--- config.mk ---
export PLATFORM = sky130hd
export DESIGN_NAME = mb_pipe_seq
export DESIGN_NICKNAME = d
export VERILOG_FILES = /design/src/rtl/mbseq_pkg.sv /design/src/rtl/mbseq_slot_timer.sv /design/src/rtl/mbseq_stage.sv /design/src/rtl/mb_pipe_seq.sv
export SDC_FILE = /design/constraint.sdc
export NUM_CORES = 1
export LEC_CHECK = 0
export BUFFER_PORTS_ARGS = -buffer_cell sky130_fd_sc_hd__buf_2
export CAP_MARGIN = 20
export CELL_PAD_IN_SITES_DETAIL_PLACEMENT = 1
export CELL_PAD_IN_SITES_GLOBAL_PLACEMENT = 2
export CORE_MARGIN = 8
export CORE_UTILIZATION = 30
export CTS_BUF_LIST = sky130_fd_sc_hd__clkbuf_8
export CTS_CLUSTER_SIZE = 40
export DETAILED_ROUTE_END_ITERATION = 12
export GPL_ROUTABILITY_DRIVEN = 0
export GPL_TIMING_DRIVEN = 0
export PLACE_DENSITY = 0.73
export SYNTH_ARGS = -nofsm -noshare
export SYNTH_HDL_FRONTEND = slang
export SYNTH_SLANG_ARGS = --single-unit
--- constraint.sdc ---
create_clock -name clk -period 2.6 [get_ports clk]
set_input_delay 0.78 -clock clk [delete_from_list [all_inputs] [get_ports clk]]
set_output_delay 0.78 -clock clk [all_outputs]
set_load 0.01 [all_outputs]
--- src/rtl/mbseq_pkg.sv ---
package mbseq_pkg;
  localparam int NSTAGE = 5;
  localparam int NBUF   = NSTAGE - 1;
endpackage

--- src/rtl/mbseq_slot_timer.sv ---
module mbseq_slot_timer #(
  parameter int SLOT_CYCLES = 1468
) (
  input  logic clk,
  input  logic rst,
  input  logic restart,
  input  logic run,
  output logic slot_end
);
  localparam int CW = (SLOT_CYCLES > 2) ? $clog2(SLOT_CYCLES) : 1;
  localparam logic [CW-1:0] LAST = CW'(SLOT_CYCLES - 1);

  logic [CW-1:0] cnt;

  always_ff @(posedge clk) begin
    if (rst)          cnt <= '0;
    else if (restart) cnt <= '0;
    else if (run)     cnt <= cnt + 1'b1;
  end

  assign slot_end = run && (cnt == LAST);
endmodule

--- src/rtl/mbseq_stage.sv ---
module mbseq_stage #(
  parameter int MB_W = 11
) (
  input  logic            clk,
  input  logic            rst,
  input  logic            advance,
  input  logic            check,
  input  logic            clear_err,
  input  logic            in_valid,
  input  logic [MB_W-1:0] in_mb,
  input  logic            done,
  output logic            valid,
  output logic [MB_W-1:0] mb,
  output logic            start,
  output logic            overrun
);
  always_ff @(posedge clk) begin
    if (rst) begin
      valid   <= 1'b0;
      mb      <= '0;
      start   <= 1'b0;
      overrun <= 1'b0;
    end else begin
      start <= advance && in_valid;
      if (advance) begin
        valid <= in_valid;
        if (in_valid) mb <= in_mb;
      end
      if (clear_err)                    overrun <= 1'b0;
      else if (check && valid && !done) overrun <= 1'b1;
    end
  end
endmodule

--- src/rtl/mb_pipe_seq.sv ---
module mb_pipe_seq
  import mbseq_pkg::*;
#(
  parameter int SLOT_CYCLES = 1468,
  parameter int MB_W        = 11
) (
  input  logic                   clk,
  input  logic                   rst,
  input  logic                   frame_start,
  input  logic [MB_W-1:0]        mb_count,
  input  logic [NSTAGE-1:0]      stage_done,
  output logic [NSTAGE-1:0]      stage_start,
  output logic [NBUF-1:0]        buf_sel,
  output logic [NSTAGE*MB_W-1:0] stage_mb,
  output logic [NSTAGE-1:0]      overrun_err,
  output logic                   busy,
  output logic                   frame_done
);
  logic              running;
  logic [MB_W-1:0]   n_mb;
  logic [MB_W-1:0]   next_mb;
  logic              accept, slot_end, more, advance, finish, feed_more;
  logic [NSTAGE-1:0] occ;
  logic [MB_W-1:0]   tag [NSTAGE];

  assign accept    = !running && frame_start && (mb_count != '0);
  assign feed_more = next_mb < n_mb;
  assign more      = feed_more || (|occ[NSTAGE-2:0]);
  assign advance   = accept || (slot_end && more);
  assign finish    = slot_end && !more;

  mbseq_slot_timer #(.SLOT_CYCLES(SLOT_CYCLES)) u_timer (
    .clk(clk), .rst(rst), .restart(advance), .run(running), .slot_end(slot_end)
  );

  for (genvar k = 0; k < NSTAGE; k++) begin : g_stage
    logic            in_v;
    logic [MB_W-1:0] in_t;
    if (k == 0) begin : g_head
      assign in_v = accept || feed_more;
      assign in_t = accept ? '0 : next_mb;
    end else begin : g_body
      assign in_v = running && occ[k-1];
      assign in_t = tag[k-1];
    end
    mbseq_stage #(.MB_W(MB_W)) u_stage (
      .clk(clk), .rst(rst), .advance(advance), .check(slot_end),
      .clear_err(accept), .in_valid(in_v), .in_mb(in_t),
      .done(stage_done[k]), .valid(occ[k]), .mb(tag[k]),
      .start(stage_start[k]), .overrun(overrun_err[k])
    );
    assign stage_mb[k*MB_W +: MB_W] = tag[k];
  end

  always_ff @(posedge clk) begin
    if (rst) begin
      running    <= 1'b0;
      frame_done <= 1'b0;
      n_mb       <= '0;
      next_mb    <= '0;
      buf_sel    <= '0;
    end else begin
      frame_done <= finish;
      if (accept) begin
        running <= 1'b1;
        n_mb    <= mb_count;
        next_mb <= MB_W'(1);
      end else if (finish) begin
        running <= 1'b0;
      end else if (advance && feed_more) begin
        next_mb <= next_mb + 1'b1;
      end
      if (advance) buf_sel <= ~buf_sel;
    end
  end

  assign busy = running;
endmodule

[After elaboration in Yosys (flattened, before gate mapping)]
Cells that the tools add are included.
W data, S select, Z words.
Operators by class
  add/subtract/negate cells: 2
  magnitude comparators: 1
  eq/ne operators: 2
  muxes and demuxes: 6
  bitwise operators: 2
  reduce and logical (&&, ||, !) cells: 48
Operator list (number)
  $logic_and A1 B1 Y1: 25
  $add A11 B1 Y11 const B: 2
  $reduce_and A2 Y1: 7
  $eq A11 B11 Y1 const B: 1
  $lt A11 B11 Y1: 1
  $mux W11: 1
  $reduce_bool A11 Y1: 1
  $logic_not A1 Y1: 7
  $mux W1: 5
  $not A4 Y4: 1
  $reduce_bool A2 Y1: 2
  $reduce_or A2 Y1: 2
  $reduce_or A4 Y1: 1
  $logic_or A1 B1 Y1: 3
  $ne A2 B2 Y1 const B: 1
  $not A1 Y1: 1
Word-level totals
  flip-flop bits (word level): 109
  bits of input ports: 19
  output and inout port bits: 71
  logic and storage cells: 88

[Depth between registers and ports, before layout]
Gate-level depths: netlist (run 1).
  depth in word-level cells: 8
  gate-level depth with buffers: 10
  depth with buffers taken out: 8

[By module]
From an unflattened synthesis (run 1), not the netlist that was laid out.
Unflattened totals
  cell total of the unflattened synthesis: 549
  area total of the unflattened synthesis: 5172.5 um^2
Modules (own cells, without submodules)
  mbseq_stage: times used 5, cells an instance 59, area an instance 618.1 um^2
  mb_pipe_seq: times used 1, cells an instance 192, area an instance 1552.7 um^2
  mbseq_slot_timer: times used 1, cells an instance 62, area an instance 529.3 um^2

[Worst setup path before layout (run 1)]
Ideal clock, no wire load.
  kind: reg2reg
  start: reg n_mb[7]
  end: reg next_mb[9]
  library setup time: 0.132 ns
  arrival: 2.260 ns
  required time: 2.468 ns
  setup slack: 0.208 ns
  cell stages (with the launch flop): 11
  period minus slack after synthesis: 2.392 ns
  cell sequence: dfxtp_1 -> inv_1 -> ha_1 -> and3_1 -> a22o_1 -> a2111oi_4 -> a21boi_1 -> clkbuf_1 -> clkbuf_1 -> o31ai_1 -> a21oi_1
On the way
  longest elaborated chain between the ends: 6
  elaborated cells on any way between the ends: 9
  those cells by class: order compare (1); bitwise (1); reduce/logical (7)
RTL lines
  start, declared: line mb_pipe_seq.sv:20  | logic [MB_W-1:0] n_mb;
  start signal, assigned: line mb_pipe_seq.sv:66  | n_mb <= mb_count;
  $lt A11 B11 Y1 *: line mb_pipe_seq.sv:27  | assign feed_more = next_mb < n_mb;
  $logic_or A1 B1 Y1: line mb_pipe_seq.sv:28  | assign more = feed_more || (|occ[NSTAGE-2:0]);
  $logic_and A1 B1 Y1 or $logic_not A1 Y1 (tied branches): line mb_pipe_seq.sv:29, mb_pipe_seq.sv:30
  $logic_or A1 B1 Y1 or $logic_and A1 B1 Y1 (tied branches): line mb_pipe_seq.sv:29, mb_pipe_seq.sv:30
  $logic_and A1 B1 Y1 or $not A1 Y1 (tied branches)
  $reduce_and A2 Y1 (no line) *
  end signal, assigned: line mb_pipe_seq.sv:71  | next_mb <= next_mb + 1'b1;
  end, declared: line mb_pipe_seq.sv:21  | logic [MB_W-1:0] next_mb;
Every way passes the cells marked *; elsewhere a longest branch is shown, timed or not.
A chain may end at the register's enable or synchronous reset.

[Worst setup path in the final report (run 1)]
  start: reg u_timer.cnt[2]
  end: reg g_stage[0].u_stage.mb[9]
On the way
  longest elaborated chain between the ends: 5
RTL lines
  start, declared: line mbseq_slot_timer.sv:13  | logic [CW-1:0] cnt;
  start signal, assigned: line mbseq_slot_timer.sv:18  | else if (run) cnt <= cnt + 1'b1;
  $eq A11 B11 Y1: line mbseq_slot_timer.sv:21  | assign slot_end = run && (cnt == LAST);
  $logic_and A1 B1 Y1: line mbseq_slot_timer.sv:21
  $logic_and A1 B1 Y1: line mb_pipe_seq.sv:29  | assign advance = accept || (slot_end && more);
  $logic_or A1 B1 Y1: line mb_pipe_seq.sv:29
  $reduce_and A2 Y1 (no line)
  end signal, assigned: line mbseq_stage.sv:27  | if (in_valid) mb <= in_mb;
  end, declared: line mbseq_stage.sv:13  | output logic [MB_W-1:0] mb,
No other way between the ends.

==> impl_metrics.toml, run 1 <==
[cells_and_area]
final_cell_mix = "dfxtp_1 (106), buf_2 (93), nor2_1 (67), a21oi_1 (64), nand2_1 (62)"
drive_above_1_share_pct = 22.3
design_area_um2 = 5370
syn_to_final_growth_pct = 20.8
layout_commonest_cell = "dfxtp_1"
stdcell_count = 812
insertedDiodeCount = 0
layout.nets = 654
final_core_util_pct = 37.0

[synth]
synth_cells = 523
synth_fp_nets = 554
synth-compound-area-share_pct = 13.5
synth_edf_count = 0
synth_top_family_by_area = "simple AND/OR/NAND/NOR gates"
yosysWarnings = 0
synthAdderAreaFrac_pct = 3.37
syn_area_per_cell_um2 = 8.51
synth_area_leaders = "dfxtp_1 (49%), a21oi_1 (7.2%), nand3_1 (5.7%), nor2_1 (5.7%), nand2_1 (5.2%)"
synth_top_area_share_pct = 49.0
syn_area_um2 = 4450
synthFlopType = "dfxtp_1"
synth.distinct_cells = 44
synthSimpleGateAreaFrac_pct = 22.9
synth_xor_area_share_pct = 2.36
ys_seq_area_share_pct = 49.0
synthMuxAreaShare_pct = 2.92
async_flop_share_pct = 0
ys_ff_latch = 109
yosys.area.top_type = "dfxtp_1"

[critical_path]
r2r_slack_ns = 0.13
startpoint_type = "register"
cp.required_ns = 2.88
max_stage_delay_ns = 0.57
regToRegEndpoint = "g_stage[0].u_stage.mb[9]"
critPathKind = "reg2reg"
cp_max_fo = 10
cp.arrival_ns = 2.74
critPathSlowestCell = "or4b_4"
critPathCaptureType = "register"
cp_cell_sequence = "or4b_4 -> or3_4 -> a41oi_2 -> a2bb2o_1 -> buf_4 -> buf_8 -> mux2i_2 -> nor2_1"
r2r_cells = 8
crit_start = "u_timer.cnt[2]"
r2r-start = "u_timer.cnt[2]"

[sta]
hold_viol = 0
period_needed_ns = 2.47
setup-tns-final_ns = 0
fmax_mhz = 405
slew_headroom_pct = 50.6
worst_pin_slew_ns = 0.735
period_share_pct = 94.9
finalSetupViolations = 0
rsz0062_at_grt = "no"
final_max_slew_viol_count = 0
skew_ns = 0.0161

[clocking]
clock_path_buffers = 2
holdBufCountCts = 0
root_buffer = "clkbuf_8"
numCtsBuffers = 9
cts.sinks = 109
htreeDepth = 3
clock_latency_ns = 0.39
cts.clk_slew.worst_paths_ns = 0.11
cts_tree = "done"

[global_routing]
grt_pass1_vias = 4164
track_usage_pct = 15.3
overflow = 0
grt_pass1_wl_mm = 22.5
antenna_found_initial = 0
grt_max_degree = 19

[placed_design]
dpl.cell_count = 796
dp_hpwl_mm = 10.9
place_area_um2 = 5120
port_buffers = 89

[power]
power_density_nw_per_um2 = 571
peakVddDrop_mv = 0.210
p_leak_nw = 2.23
total_power_mw = 3.07

[floorplanning]
fp.dieArea_um2 = 19000
die_w_um = 138
boundaryPins = 90
die_h_um = 138
core_um2 = 14500
std_cell_rows = 44
initial_core_util_pct = 30.6

[drt]
wl_mm = 14.0
num_vias = 3960
firstDrtPassIters = 4
viasPerCell = 4.88
drt_iter0_markers = 185
wl_per_cell_um = 17.3
drc = 0
drtAntennaViolNets = 0

[run]
cap_violations = 0

[status]
status = "finished, final reports clean"

[hold_path]
hold_class = "reg2reg"
holdPathEnd = "g_stage[4].u_stage.mb[0]"
hp-start = "g_stage[4].u_stage.mb[0]"
whs_path_depth = 2
[sequential cells by signal, summed over array words and instances (netlist names)]
register / cells
buf_sel: 4
busy: 1
frame_done: 1
g_stage.u_stage.mb: 55
g_stage.u_stage.overrun: 5
g_stage.u_stage.start: 5
g_stage.u_stage.valid: 5
n_mb: 11
next_mb: 11
u_timer.cnt: 11
[routing by layer]
| layer | wire [um] | vias up | GRT usage (%) |
|---|---|---|---|
| met4 | 245 | 0 | 5.97 |
| met2 | 6640 | 62 | 25.5 |
| li1 | - | 1988 | - |
| met1 | 6490 | 1895 | 19.2 |
| met3 | 652 | 15 | 2.70 |
| met5 | 0 | - | 0 |
[synthesized netlist by cell type, drive strengths merged (3+ instances only)]
| cell | instances |
|---|---|
| dfxtp | 109 |
| buf | 16 |
| a21o | 6 |
| and3 | 7 |
| nor2 | 67 |
| a21oi | 64 |
| nand2 | 62 |
| o31ai | 4 |
| clkbuf | 26 |
| or3 | 6 |
| a211oi | 3 |
| o21ai | 8 |
| nor3 | 5 |
| nand3 | 51 |
| mux2i | 13 |
| nor4 | 3 |
| nand4 | 7 |
| ha | 12 |
| o211ai | 4 |
| or4 | 6 |
| inv | 14 |
| xor2 | 10 |
[final cells by class]
cell class                 instances  area (um2)
inverter                          14        52.6
tap                              184         230
fill                            1769        9160
multi-input combinational        358        2020
timing repair buffer              90         453
sequential                       109        2190
buffer                            41         225
clock buffer                      10         138
clock inverter                     6        67.6
[cell families after synthesis]
kind of cell | after synthesis
xor+xnor | 12
compound gates | 100
flops | 109
mux | 13
fa+ha+maj | 12
simple gates | 221
buf+inv | 56
[critical path: cells and delay by family, from the launching register on]
family | cells | cell delay [ns]
AOI/OAI and AO/OA | 2 | 0.40
buffers and inverters | 2 | 0.33
DFF | 1 | 0.36
muxes | 1 | 0.21
and+or+nand+nor | 3 | 1.04
[power by group]
part           total, mW  internal (mW)  switching, mW  leakage [nW]
sequential          1.71           1.70         0.0165         0.883
clock               1.10          0.480          0.621         0.105
combinational      0.255         0.0854          0.169          1.25
[how the worst max path moves through the flow]
stage | depth (start not counted) | endpoint | slack, ns
finish | 8 | g_stage[0].u_stage.mb[9] | 0.13
global route | 8 | g_stage[0].u_stage.mb[9] | 0.001
CTS | 7 | buf_sel[1] | 0.06
detailed placement | 8 | u_timer.cnt[6] | -0.47
global placement | 8 | g_stage[4].u_stage.overrun | -0.45
floorplan | 10 | next_mb[9] | 0.21
[metrics by stage]
stage / setup slack (ns) / hold slack [ns]
3_5_place_dp: -0.470 / 0.448
6_report: 0.132 / 0.463
2_1_floorplan: 0.208 / 0.438
4_1_cts: 0.0598 / 0.465
3_3_place_gp: -0.450 / 0.442
5_1_grt: 0.00135 / 0.478
[repair_timing]
action                                 4_1_cts  5_1_grt
resized for setup                           13        8
pin swaps                                    1        1
setup endpoints to repair                   92       39
endpoints found under the hold margin        0        0
gates cloned                                 0        0
setup buffers                                0        1
(Power assumes the default switching activity.)
==> run 2: changes to the inputs <==
- ABC_AREA: default -> 1
- CORE_UTILIZATION: 30 -> 35
- PLACE_DENSITY: 0.73 -> 0.82
- clock period: 2.6 -> 3.13 ns (I/O delays scaled with it)
==> run 2 against run 1 <==
Against the previous run:
- utilization rose by 5.4 points
- sequential power fell by 17%
- register-to-register slack improved by 0.88 ns
- synthesized cell count rose by 9.0%
- non-clock buffer count fell by 7
- clock-buffer cell count fell by 1
- worst hold slack barely moved
- critical path type unchanged
- highest routed layer unchanged
==> impl_metrics.toml, run 2 <==
[sta]
hold_viol = 0
fin_ws_ns = 1.01
hold_ws_ns = 0.463
rsz0062_at_grt = "no"
finalSetupViolations = 0
period_needed_ns = 2.12
skew_ns = 0.0151
slew_headroom_pct = 61.0
setup-tns-final_ns = 0
worst_pin_slew_ns = 0.586
final_max_slew_viol_count = 0
period_share_pct = 67.6
fmax_mhz = 473

[critical_path]
startpoint_type = "register"
crit_top_cell = "nand2_1"
cp.arrival_ns = 2.38
max_stage_delay_ns = 0.48
critPathSlowestCell = "dfxtp_1"
cp.required_ns = 3.39
critPathTopFamily = "flip-flops"
cp_num_buf_inv = 3
critPathKind = "reg2reg"
cp_max_fo = 10
cp_cell_sequence = "ha_1 -> nand2_1 -> inv_1 -> nand2_1 -> nand2_1 -> nand2_1 -> nand3_1 -> inv_1 -> nand2_1 -> buf_2 -> o21ai_0 -> a21oi_1"
critPathCaptureType = "register"

[clocking]
htreeDepth = 3
clock_latency_ns = 0.39
clock_path_buffers = 2
post_cts_resized = 0
numCtsBuffers = 9
cts_tree = "done"
cts.clk_slew.worst_paths_ns = 0.10
holdBufCountCts = 0
cts.sinks = 109
root_buffer = "clkbuf_8"
cts_setup_buffers = 0

[global_routing]
overflow = 0
grt_pass1_wl_mm = 21.1
track_usage_pct = 15.9
grt_pass1_vias = 4163
grt_max_degree = 17
antenna_found_initial = 0

[power]
netSwitchingFraction_pct = 25.8
peakVddDrop_mv = 0.193
power_density_nw_per_um2 = 440
total_power_mw = 2.36
p_clk_share_pct = 32.2
p_comb_share_pct = 7.7
p_leak_nw = 2.54
p_seq_share_pct = 60.1
power_switching_uw = 611
p_int_mw = 1.75

[cells_and_area]
final_core_util_pct = 42.4
stdcell_count = 847
drive_above_1_share_pct = 22.2
layout.nets = 701
insertedDiodeCount = 0
final_cell_mix = "nor2_1 (110), dfxtp_1 (109), buf_2 (99), o21ai_0 (62), nand2_1 (58)"
layout_commonest_cell = "nor2_1"
design_area_um2 = 5370
largest_reg_flops = 55
syn_to_final_growth_pct = 18.0
top_register = "g_stage.u_stage.mb"

[floorplanning]
boundaryPins = 90
die_w_um = 130
die_h_um = 130
core_um2 = 12700
fp.dieArea_um2 = 16900
std_cell_rows = 41
initial_core_util_pct = 35.9

[drt]
firstDrtPassIters = 4
wl_per_cell_um = 15.2
drc = 0
drtAntennaViolNets = 0
drt_iter0_markers = 219
wl_mm = 12.9
viasPerCell = 4.74
num_vias = 4014

[synth]
yosysMostFrequentCell = "nor2_1"
ys_ff_latch = 109
synthSimpleGateAreaFrac_pct = 21.8
synth_fp_nets = 601
synth-compound-area-share_pct = 14.1
synthFlopType = "dfxtp_1"
synth.distinct_cells = 37
synth_common_cells = "nor2_1 (110), dfxtp_1 (109), o21ai_0 (62)"
synthMuxAreaShare_pct = 0
syn_area_um2 = 4550
synth_top_area_share_pct = 48.0
synth_top_family_by_area = "simple AND/OR/NAND/NOR gates"
synth_edf_count = 0
ys_seq_area_share_pct = 48.0
yosysWarnings = 0
synth_cells = 570
syn_area_per_cell_um2 = 7.98
synthAdderAreaFrac_pct = 3.30
yosys.area.top_type = "dfxtp_1"
async_flop_share_pct = 0
synth_area_leaders = "dfxtp_1 (48%), nor2_1 (9.1%), o21ai_0 (6.8%), a21oi_1 (5.1%), nand2_1 (4.8%)"
synth_xor_area_share_pct = 3.27

[status]
status = "finished, final reports clean"

[run]
cap_violations = 0

[hold_path]
hold_class = "reg2reg"

[placed_design]
place_area_um2 = 5210
dpl.cell_count = 831
place_worst_setup_slack_ns = 0.625
dp_hpwl_mm = 10.1
port_buffers = 89
==> run 2: changes by cell type after synthesis, moves of 8 or more <==
cell      before  now
nand3_1       51   22
nor2_1        67  110
a21oi_1       64   46
buf_2          2   10
mux2i_1       13    0
clkbuf_1      26    6
inv_1         14   51
o21ai_0        6   62
==> run 2: kinds of logic (layout without fill, tap and decap cells) <==
kind of cell / Yosys count / in the layout
compound gates: 123 / 123
xor+xnor: 17 / 17
fa+ha+maj: 12 / 12
buf+inv: 91 / 196
flops: 109 / 109
simple gates: 218 / 218
==> run 2: final timing paths <==
path	cells past startpoint	slack (ns)	to	startpoint
worst min register to register	2	0.46	g_stage[4].u_stage.overrun	g_stage[4].u_stage.overrun
worst min-delay path	2	0.46	g_stage[4].u_stage.overrun	g_stage[4].u_stage.overrun
worst max-delay path	12	1.01	g_stage[0].u_stage.mb[5]	next_mb[6]
worst max register to register	12	1.01	g_stage[0].u_stage.mb[5]	next_mb[6]
==> run 2: cell type report <==
cell class	instances	area [um2]
well taps	172	215
multi-input cells	370	1930
inverters	56	210
clock buffers	9	124
fillers	1657	7300
flip-flops and latches	109	2180
plain buffers	35	223
clock inverters	7	36.3
repair buffers	89	445
==> run 2: worst min-delay path: cells and delay by family (launching register included) <==
family / cells / cell delay (ns)
DFF: 1 / 0.32
buffers and inverters: 1 / 0.05
AOI/OAI and AO/OA: 1 / 0.05
==> run 2: routing by layer <==
layer	track usage, %	up-vias	wire, um
met3	3.79	17	618
met2	27.4	64	6260
met5	0	-	0
li1	-	2030	-
met1	18.6	1903	5770
met4	6.42	0	244
==> run 2: power groups by stage <==
| stage | clock network, mW | registers (mW) | logic (mW) |
|---|---|---|---|
| 2_1_floorplan | 0 | 1.45 | 0.119 |
| 3_3_place_gp | 0 | 1.45 | 0.179 |
| 3_5_place_dp | 0 | 1.45 | 0.185 |
| 4_1_cts | 0.791 | 1.42 | 0.186 |
| 5_1_grt | 0.859 | 1.42 | 0.205 |
| 6_report | 0.760 | 1.42 | 0.182 |
